<file path="config.mk">
export PLATFORM = sky130hd
export DESIGN_NAME = pwm_dbuf_top
export DESIGN_NICKNAME = d
export VERILOG_FILES = /design/src/rtl/pwm_dbuf_pkg.sv /design/src/rtl/pwm_dbuf_regs.sv /design/src/rtl/pwm_dbuf_timebase.sv /design/src/rtl/pwm_dbuf_outstage.sv /design/src/rtl/pwm_dbuf_top.sv
export SDC_FILE = /design/constraint.sdc
export NUM_CORES = 1
export LEC_CHECK = 0
export BUFFER_PORTS_ARGS = -buffer_cell sky130_fd_sc_hd__buf_2
export CORE_ASPECT_RATIO = 1.25
export CORE_MARGIN = 3
export CORE_UTILIZATION = 51
export CTS_BUF_LIST = sky130_fd_sc_hd__clkbuf_16
export CTS_CLUSTER_SIZE = 20
export DETAILED_ROUTE_END_ITERATION = 8
export PLACE_DENSITY = 0.69
export SLEW_MARGIN = 10
export SYNTH_ARGS = -nofsm -noshare
export SYNTH_HDL_FRONTEND = slang
export SYNTH_SLANG_ARGS = --single-unit
</file>
<file path="constraint.sdc">
create_clock -name clk -period 2.9 [get_ports clk]
set_input_delay 0.145 -clock clk [delete_from_list [all_inputs] [get_ports clk]]
set_output_delay 0.145 -clock clk [all_outputs]
set_load 0.01 [all_outputs]
</file>
<file path="src/rtl/pwm_dbuf_pkg.sv">
package pwm_dbuf_pkg;

    // Largest prescale shift: divide by 16.
    localparam int PSC_MAX_SHIFT = 4;

    localparam logic [1:0] SEL_PERIOD  = 2'd0;
    localparam logic [1:0] SEL_DUTY_HI = 2'd1;
    localparam logic [1:0] SEL_DUTY_LO = 2'd2;
    localparam logic [1:0] SEL_PSC     = 2'd3;

    typedef enum logic [1:0] {
        PSC_DIV1  = 2'd0,
        PSC_DIV4  = 2'd1,
        PSC_DIV16 = 2'd2
    } psc_e;

    function automatic logic [2:0] psc_shift(psc_e p);
        case (p)
            PSC_DIV1: return 3'd0;
            PSC_DIV4: return 3'd2;
            default:  return 3'd4;
        endcase
    endfunction

    function automatic psc_e psc_decode(logic [1:0] code);
        case (code)
            2'd0:    return PSC_DIV1;
            2'd1:    return PSC_DIV4;
            default: return PSC_DIV16;
        endcase
    endfunction

endpackage

</file>
<file path="src/rtl/pwm_dbuf_regs.sv">
module pwm_dbuf_regs
    import pwm_dbuf_pkg::*;
#(
    parameter int TMR_W  = 8,
    parameter int FINE_W = 2
) (
    input  logic                    clk,
    input  logic                    rst_n,
    input  logic                    wr_en,
    input  logic [1:0]              wr_sel,
    input  logic [TMR_W-1:0]        wr_data,
    output logic [TMR_W-1:0]        period,
    output logic [TMR_W+FINE_W-1:0] duty,
    output psc_e                    psc
);
    typedef struct packed {
        logic [TMR_W-1:0]  period;
        logic [TMR_W-1:0]  duty_hi;
        logic [FINE_W-1:0] duty_lo;
        psc_e              psc;
    } regs_t;

    regs_t r_d, r_q;

    always_comb begin
        r_d = r_q;
        if (wr_en) begin
            case (wr_sel)
                SEL_PERIOD:  r_d.period  = wr_data;
                SEL_DUTY_HI: r_d.duty_hi = wr_data;
                SEL_DUTY_LO: r_d.duty_lo = wr_data[FINE_W-1:0];
                default:     r_d.psc     = psc_decode(wr_data[1:0]);
            endcase
        end
    end

    always_ff @(posedge clk or negedge rst_n) begin
        if (!rst_n) r_q <= '0;
        else        r_q <= r_d;
    end

    assign period = r_q.period;
    assign duty   = {r_q.duty_hi, r_q.duty_lo};
    assign psc    = r_q.psc;

    assert_period_write_R8: assert property (@(posedge clk) disable iff (!rst_n)
        (wr_en && wr_sel == SEL_PERIOD) |=> (period == $past(wr_data)));

    assert_no_write_hold_R8: assert property (@(posedge clk) disable iff (!rst_n)
        !wr_en |=> ($stable(duty) && $stable(period)));

endmodule

</file>
<file path="src/rtl/pwm_dbuf_timebase.sv">
module pwm_dbuf_timebase
    import pwm_dbuf_pkg::*;
#(
    parameter int TMR_W  = 8,
    parameter int FINE_W = 2
) (
    input  logic                    clk,
    input  logic                    rst_n,
    input  logic                    en,
    input  logic [TMR_W-1:0]        period,
    input  psc_e                    psc,
    output logic                    load,
    output logic [TMR_W+FINE_W-1:0] tb_next
);
    localparam int SUB_W = FINE_W + PSC_MAX_SHIFT;

    typedef struct packed {
        logic [SUB_W-1:0] sub;
        logic [TMR_W-1:0] tmr;
        logic             started;
    } tb_t;

    tb_t t_d, t_q;

    logic [2:0]       shift;
    logic [SUB_W-1:0] sub_last;
    logic [SUB_W-1:0] sub_shifted;
    logic             step_end;
    logic             wrap;

    always_comb begin
        shift    = psc_shift(psc);
        // Sub-count runs 0 .. 2^(FINE_W+shift)-1 per timer step.
        sub_last = {SUB_W{1'b1}} >> (3'(PSC_MAX_SHIFT) - shift);
        step_end = (t_q.sub >= sub_last);
        wrap     = t_q.started && (t_q.tmr == period) && step_end;
        load     = en && (!t_q.started || wrap);

        t_d = t_q;
        if (!en) begin
            t_d = '0;
        end else if (load) begin
            t_d.sub     = '0;
            t_d.tmr     = '0;
            t_d.started = 1'b1;
        end else if (step_end) begin
            t_d.sub = '0;
            t_d.tmr = t_q.tmr + 1'b1;
        end else begin
            t_d.sub = t_q.sub + 1'b1;
        end

        // Fine bits: top FINE_W bits of the active sub-count span.
        sub_shifted = t_d.sub >> shift;
        tb_next     = {t_d.tmr, sub_shifted[FINE_W-1:0]};
    end

    always_ff @(posedge clk or negedge rst_n) begin
        if (!rst_n) t_q <= '0;
        else        t_q <= t_d;
    end

    assert_hold_zero_R1: assert property (@(posedge clk) disable iff (!rst_n)
        !en |=> (t_q.tmr == '0 && t_q.sub == '0 && !t_q.started));

    assert_tmr_steady_R2: assert property (@(posedge clk) disable iff (!rst_n)
        (en && t_q.started && !step_end) |=> $stable(t_q.tmr));

    assert_period_start_R2: assert property (@(posedge clk) disable iff (!rst_n)
        load |=> (t_q.tmr == '0 && t_q.sub == '0));

endmodule

</file>
<file path="src/rtl/pwm_dbuf_outstage.sv">
module pwm_dbuf_outstage #(
    parameter int TB_W = 10
) (
    input  logic            clk,
    input  logic            rst_n,
    input  logic            en,
    input  logic            load,
    input  logic [TB_W-1:0] duty,
    input  logic [TB_W-1:0] tb_next,
    output logic            pwm_out
);
    typedef struct packed {
        logic [TB_W-1:0] shadow;
        logic            out;
    } os_t;

    os_t o_d, o_q;

    always_comb begin
        o_d = o_q;
        if (!en) begin
            o_d.out = 1'b0;
        end else if (load) begin
            o_d.shadow = duty;
            o_d.out    = (duty != '0);
        end else if (tb_next == o_q.shadow) begin
            o_d.out = 1'b0;
        end
    end

    always_ff @(posedge clk or negedge rst_n) begin
        if (!rst_n) o_q <= '0;
        else        o_q <= o_d;
    end

    assign pwm_out = o_q.out;

    assert_off_low_R1: assert property (@(posedge clk) disable iff (!rst_n)
        !en |=> !o_q.out);

    assert_shadow_hold_R6: assert property (@(posedge clk) disable iff (!rst_n)
        !load |=> $stable(o_q.shadow));

    assert_rise_on_load_R7: assert property (@(posedge clk) disable iff (!rst_n)
        $rose(o_q.out) |-> $past(load));

    assert_zero_duty_R4: assert property (@(posedge clk) disable iff (!rst_n)
        (load && duty == '0) |=> !o_q.out);

endmodule

</file>
<file path="src/rtl/pwm_dbuf_top.sv">
module pwm_dbuf_top
    import pwm_dbuf_pkg::*;
#(
    parameter int TMR_W  = 8,
    parameter int FINE_W = 2
) (
    input  logic             clk,
    input  logic             rst_n,
    input  logic             en,
    input  logic             wr_en,
    input  logic [1:0]       wr_sel,
    input  logic [TMR_W-1:0] wr_data,
    output logic             pwm_out
);
    localparam int TB_W = TMR_W + FINE_W;

    logic [TMR_W-1:0] period;
    logic [TB_W-1:0]  duty;
    psc_e             psc;
    logic             load;
    logic [TB_W-1:0]  tb_next;

    pwm_dbuf_regs #(.TMR_W(TMR_W), .FINE_W(FINE_W)) u_regs (
        .clk     (clk),
        .rst_n   (rst_n),
        .wr_en   (wr_en),
        .wr_sel  (wr_sel),
        .wr_data (wr_data),
        .period  (period),
        .duty    (duty),
        .psc     (psc)
    );

    pwm_dbuf_timebase #(.TMR_W(TMR_W), .FINE_W(FINE_W)) u_tb (
        .clk     (clk),
        .rst_n   (rst_n),
        .en      (en),
        .period  (period),
        .psc     (psc),
        .load    (load),
        .tb_next (tb_next)
    );

    pwm_dbuf_outstage #(.TB_W(TB_W)) u_out (
        .clk     (clk),
        .rst_n   (rst_n),
        .en      (en),
        .load    (load),
        .duty    (duty),
        .tb_next (tb_next),
        .pwm_out (pwm_out)
    );

endmodule

</file>
# Word level (Yosys, flattened, before mapping)
# Index checks and enable logic that the tools add are counted.
# classes
n_addsub,3
magnitude_cmp,1
n_eq_ne,8
n_shift,2
muxes,10
n_bitwise,1
n_reduce_logical,15
# ops
operator,count
$mux W15,1
$mux W14,1
$eq A10 B10 Y1,1
$reduce_and A2 Y1,5
$reduce_bool A10 Y1,1
$add A8 B1 Y8 const B,1
$eq A8 B8 Y1,1
$mux W8,1
$add A6 B1 Y6 const B,1
$eq A2 B1 Y1 const B,3
$ge A6 B6 Y1,1
$logic_not A2 Y1,3
$mux W6,1
$pmux W3 S2,1
$shr A6 B3 Y2,1
$shr A6 B3 Y6 const A,1
$mux W1,4
$pmux W2 S2,1
$logic_and A1 B1 Y1,3
$ne A3 B1 Y1 const B,1
$reduce_or A3 Y1,1
$sub A3 B3 Y3 const A,1
$eq A2 B2 Y1 const B,1
$ne A2 B1 Y1 const B,1
other kinds (3),3
# totals
reg_bits,46
inputBits,14
output_inout_bits,1
wordCells,49

# Longest topological paths before layout
# logic_depth
ltp_word,15
mapped_depth,10
mapped_depth_nobuf,9

# Hierarchy
# A second synthesis with hierarchy kept.
# unflattened
hier_cells,193
hier_area_um2,2309.7
# by_module_without_submodules
mod,instances,cells_per_inst,area_per_inst_um2,seq_area_each_um2
pwm_dbuf_timebase,1,106,993.5,375.4
pwm_dbuf_regs,1,45,774.5,500.5
pwm_dbuf_outstage,1,42,541.8,275.3

# Worst setup path after synthesis
# OpenSTA, ideal clock, no wires.
# synth_path
path_kind,register to register
startpoint,register u_regs.r_q (netlist bit u_regs.psc[1])
endpoint,register u_out.o_q (netlist bit u_out.pwm_out)
setup_time_ns,0.139
t_arrival_ns,2.324
t_required_ns,2.761
setup_slack_ns,0.437
stages_incl_launch_ff,10
n_path_buf,0
synth_period_minus_slack_ns,2.463
cell_sequence,dfrtp_1 -> nor2_1 -> ha_1 -> a211oi_2 -> o21a_4 -> nor2_1 -> xnor2_1 -> a2111o_1 -> nor4_1 -> a32oi_1
# synth_via
elab_chain_len,13
word_cells_on_any_way,18
classes_between,1 x add/sub; 1 x order compare; 3 x eq/ne; 2 x shift; 7 x mux; 4 x reduce/logical
# synth_lines
item,line,text
from (decl),pwm_dbuf_regs.sv:23,"regs_t r_d, r_q;"
from (signal assigned),pwm_dbuf_regs.sv:39,else r_q <= r_d;
$eq A2 B1 Y1 or $logic_not A2 Y1 (tied branches),pwm_dbuf_pkg.sv:18,case (p)
$pmux W3 S2 *,pwm_dbuf_pkg.sv:18,
$sub A3 B3 Y3,pwm_dbuf_timebase.sv:34,sub_last = {SUB_W{1'b1}} >> (3'(PSC_MAX_SHIFT) - shift);
$shr A6 B3 Y6,pwm_dbuf_timebase.sv:34,
$ge A6 B6 Y1,pwm_dbuf_timebase.sv:35,step_end = (t_q.sub >= sub_last);
$logic_and A1 B1 Y1,pwm_dbuf_timebase.sv:36,wrap = t_q.started && (t_q.tmr == period) && step_end;
$logic_or A1 B1 Y1,pwm_dbuf_timebase.sv:37,load = en && (!t_q.started || wrap);
$logic_and A1 B1 Y1,pwm_dbuf_timebase.sv:37,
$mux W14,pwm_dbuf_timebase.sv:42,end else if (load) begin
$mux W15,pwm_dbuf_timebase.sv:40,if (!en) begin
$shr A6 B3 Y2,pwm_dbuf_timebase.sv:54,sub_shifted = t_d.sub >> shift;
$eq A10 B10 Y1,pwm_dbuf_outstage.sv:26,end else if (tb_next == o_q.shadow) begin
$ne A3 B1 Y1 (no source line),n/a,
to (signal assigned),pwm_dbuf_outstage.sv:32,if (!rst_n) o_q <= '0;
to (signal assigned),pwm_dbuf_outstage.sv:33,else o_q <= o_d;
to (decl),pwm_dbuf_outstage.sv:17,"os_t o_d, o_q;"
# Every way passes the cells marked *; elsewhere a longest branch is shown, timed or not.
# A chain may end at the register's enable or synchronous reset.

# Worst setup path in the final report
# Ends and elaborated chain as after synthesis.

==> results summary <==
At the pin with the least slew margin, the transition time is 1.00 ns. The initial antenna violation count came out at 0. Of the post-synthesis cell area, the part taken by muxes is 14.2%. The final clock period utilization by the worst path is a little over nine tenths. The largest net degree at the start of global routing came out at 47.

The chip width came out at slightly below 70 um. The buffer type at the clock tree root is sky130_fd_sc_hd__clkbuf_16. The synthesized cell area is between 0.002 and 0.003 mm^2. The count of distinct cell types in the synthesized netlist came out at 54. From synthesis to final layout, the design area changed by 13.3%. The final period demand of the worst path came out at between 2 and 3 ns.

The final antenna-violating net count is 0. The number of port buffers came out at 14. The number of clock sinks is 46. Summed over all cells, the static leakage comes to about 0.0012 uW.

The final routed wirelength across all metal layers is about 5500 um. Summed over all nets, the half-perimeter wirelength after detailed placement is 3980 um. The share of final-layout standard cells stronger than drive strength 1 is between 20% and 30%. The achievable clock frequency is ~360 MHz.

At the end of routability-driven placement, the weighted congestion stood at 0.896. The post-synthesis share of cell area spent on xor and xnor gates came out at roughly 5.8%. The worst setup path is captured at a flip-flop. The worst endpoint data arrival time came out at 2.92 ns. The clock network latency to the later pin of the worst-skew pair is 0.28 ns. The wire length per cell came out at 17.1 um. The most common flop cell mapped by yosys is sky130_fd_sc_hd__dfrtp_1.

Global routing finished with a remaining overflow of 0. The starting density of the core came out at 53.4%. The worst-case headroom to the max-slew limit is 33.1%. The share of synthesized cell area in full adder, half adder and majority cells is 3.42%. The peak supply drop is about 0.00044 V. Across the routed clock network, the largest skew measured is between 0.005 and 0.006 ns. Of all nets on the critical path, the largest fanout is 13.

The count of pins over their slew limit came to 0. Traced cell by cell, the critical path runs through buf_4, inv_1, ha_1, o211ai_2, o21a_4, nor3_2, and3b_1, a2111o_1, nor4_2, a32oi_1. The final non-filler cell area came out at around 0.0029 mm^2. The via total after detailed routing is around 1900. The wire length of the first global-routing pass is ~9100 um. The average vias per placed instance came out at ~6.0. The number of enable-type register cells in the synthesized netlist is 0. The tool flagged a number of max-cap violations equal to 0. The post-detailed-placement cell area is between 0.002 and 0.003 mm^2.

The launching element type of the critical path is a flip-flop. The top cell types in the final layout, fill and taps aside, are sky130_fd_sc_hd__dfrtp_1 (46), sky130_fd_sc_hd__mux2_2 (30), sky130_fd_sc_hd__nor2_1 (16). The final hold violation count came out at 0. The height of the chip came out at around 85 um. Global routing used between 10% and 20% of the available tracks.

The count of endpoints failing setup in the final report is 0. The critical path class is reg -> reg. For this design, the slowest cell found on the critical path is sky130_fd_sc_hd__a2111o_1. TritonCTS built the clock tree. The final net count is 279.

Of the total synthesized cell area, the portion taken by AND, OR, NAND and NOR gates is between 10% and 20%. In this run the standard cell core region covers 0.00480 mm^2. The flow ran to the end, and the final reports show no timing, DRC or antenna violations. The combined buffer and inverter count along the critical path came out at 2. The number of hold buffers added after cts came out at 0.

Counting flops and latches in the post-synthesis netlist gives 46. The maximum root-to-sink buffer count is 2. The number of global-route vias before repair came out at 1939.

The total I/O pin count is 15. After synthesis, the largest family of logic cells by area is simple AND/OR/NAND/NOR gates. The commonest non-fill, non-tap cell in the layout is sky130_fd_sc_hd__dfrtp_1. The data required time at the worst endpoint came out at between 3 and 4 ns.

The worst hold-check path type is in -> async. For this run, the detailed router's first-pass iteration total came to 4. The DRC violation total after the first TritonRoute iteration is 162. The count of yosys warnings during synthesis is 0. The worst hold slack after final layout came out at between 0.02 and 0.03 ns. The repair_antennas step left the layout with diodes totalling 0. The portion of the post-synthesis area used by sequential elements is between 40% and 50%.

After clock tree synthesis, the clock-pin slew on the worst setup and hold paths is roughly 0.07 ns. Of all flip-flops after synthesis, the portion carrying an async set or reset was 100%. The number of remaining DRC errors came out at 0.

The number of cells produced by synthesis is about 240. The fraction of the mapped netlist area in compound gates came out at between 10 and 15%. The mean cell area of the mapped netlist came out at 10.8 um^2.

The post-synth net total came out at 258. The row count is 28. The cell family contributing the most delay on the critical path is compound AO/OA/AOI/OAI gates. Dividing total power by cell area gives a power density of between 500 and 600 mW/mm^2.

The maximum cell stage delay along the critical path is ~0.38 ns. The overall die area came out at 0.00592 mm^2. The deepest level of the CTS H-tree came out at 2. The total clock buffers created by CTS came out at 5.
[cells in the mapped netlist, types with 2 or more instances]
cell	n	share of area, %
sky130_fd_sc_hd__dfrtp_1	46	45
sky130_fd_sc_hd__mux2_2	30	13
sky130_fd_sc_hd__nor2_1	17	2.5
sky130_fd_sc_hd__xnor2_1	12	4.1
sky130_fd_sc_hd__nand2_1	11	1.6
sky130_fd_sc_hd__nand3_1	11	2.1
sky130_fd_sc_hd__a21oi_1	9	1.8
sky130_fd_sc_hd__nor4_1	8	2.0
sky130_fd_sc_hd__ha_1	7	3.4
sky130_fd_sc_hd__o21ai_0	7	1.4
sky130_fd_sc_hd__inv_1	6	0.88
sky130_fd_sc_hd__nand2b_1	5	1.2
sky130_fd_sc_hd__xor2_1	5	1.7
sky130_fd_sc_hd__a22oi_1	3	0.88
sky130_fd_sc_hd__buf_2	3	0.59
sky130_fd_sc_hd__nand3b_1	3	0.88
sky130_fd_sc_hd__nand4_1	3	0.73
sky130_fd_sc_hd__nor2b_1	3	0.73
sky130_fd_sc_hd__nor3_1	3	0.59
sky130_fd_sc_hd__o211ai_1	3	0.88
sky130_fd_sc_hd__o31ai_1	3	0.88
sky130_fd_sc_hd__and3_1	2	0.49
sky130_fd_sc_hd__o22ai_1	2	0.49
sky130_fd_sc_hd__o311ai_0	2	0.68
sky130_fd_sc_hd__or2_2	2	0.49
sky130_fd_sc_hd__or3_1	2	0.49
sky130_fd_sc_hd__or4_1	2	0.59
[worst register-to-register path, stage by stage, from the launching register on]
cell and delay, ns:
sky130_fd_sc_hd__dfrtp_1 0.37, sky130_fd_sc_hd__buf_4 0.15, sky130_fd_sc_hd__inv_1 0.05, sky130_fd_sc_hd__ha_1 0.34, sky130_fd_sc_hd__o211ai_2 0.19, sky130_fd_sc_hd__o21a_4 0.31, sky130_fd_sc_hd__nor3_2 0.22, sky130_fd_sc_hd__and3b_1 0.21
sky130_fd_sc_hd__a2111o_1 0.38, sky130_fd_sc_hd__nor4_2 0.29, sky130_fd_sc_hd__a32oi_1 0.13
[cells by family after synthesis]
| kind of cell | after synthesis |
|---|---|
| DFF | 46 |
| muxes | 32 |
| and+or+nand+nor | 79 |
| buffers and inverters | 13 |
| xor gates and xnor gates | 17 |
| adders and majority gates | 7 |
| AOI/OAI and AO/OA | 43 |
[per-stage QoR]
step                cells  total power (uW)  setup TNS, ns  worst slack, ns  utilization (%)
CTS                   315              1680              0            0.164             59.0
global placement      307              1130              0            0.254             56.0
floorplan             237              1030              0            0.437                -
global route          319              1770        -0.0410          -0.0410             60.5
finish                319              1690              0            0.135             60.5
detailed placement    307              1130              0            0.198             56.0
[registers in the layout (all words and copies together) (netlist names)]
name,flops
u_out.pwm_out,1
u_regs.psc,2
u_tb.t_q,15
u_regs.period,8
u_regs.duty,10
u_out.o_q,10
[layout make-up]
type / instances / area, um^2
clock buffer: 5 / 125
clock inverter: 3 / 17.5
fill: 399 / 1900
inverter: 6 / 22.5
multi-input combinational: 178 / 1390
sequential: 46 / 1150
tap: 60 / 75.1
timing repair buffer: 21 / 123
[layer usage]
layer / GRT usage (%) / up-vias / share of wire (%)
met1: 24.6 / 941 / 45
met4: 6.22 / 0 / 2.1
met2: 33.2 / 38 / 49
met5: 0 / - / 0
met3: 3.32 / 10 / 3.4
li1: - / 924 / -
[final timing paths]
check / cells past startpoint / slack (ns) / to / startpoint
max in group asynchronous: 1 / 2.25 / u_out.o_q[1] / rst_n
setup / recovery: 10 / 0.14 / u_out.pwm_out / u_regs.psc[1]
hold reg to reg: 1 / 0.53 / u_regs.period[6] / u_regs.period[6]
setup reg to reg: 10 / 0.14 / u_out.pwm_out / u_regs.psc[1]
min in group clk: 1 / 0.04 / u_tb.t_q[0] / en
hold / removal: 1 / 0.03 / u_tb.t_q[10] / rst_n
[power breakdown]
group	total, uW	switching [uW]	internal [uW]
Clock	554	238	316
Combinational	295	136	158
Sequential	841	104	737
Total	1690	478	1210
[timing repair]
item                                    4_1_cts  5_1_grt
endpoints found under the setup margin        0        1
resized for setup                             0        7
buffers inserted                              0        4
No activity file was read; power rests on OpenSTA's default activity.
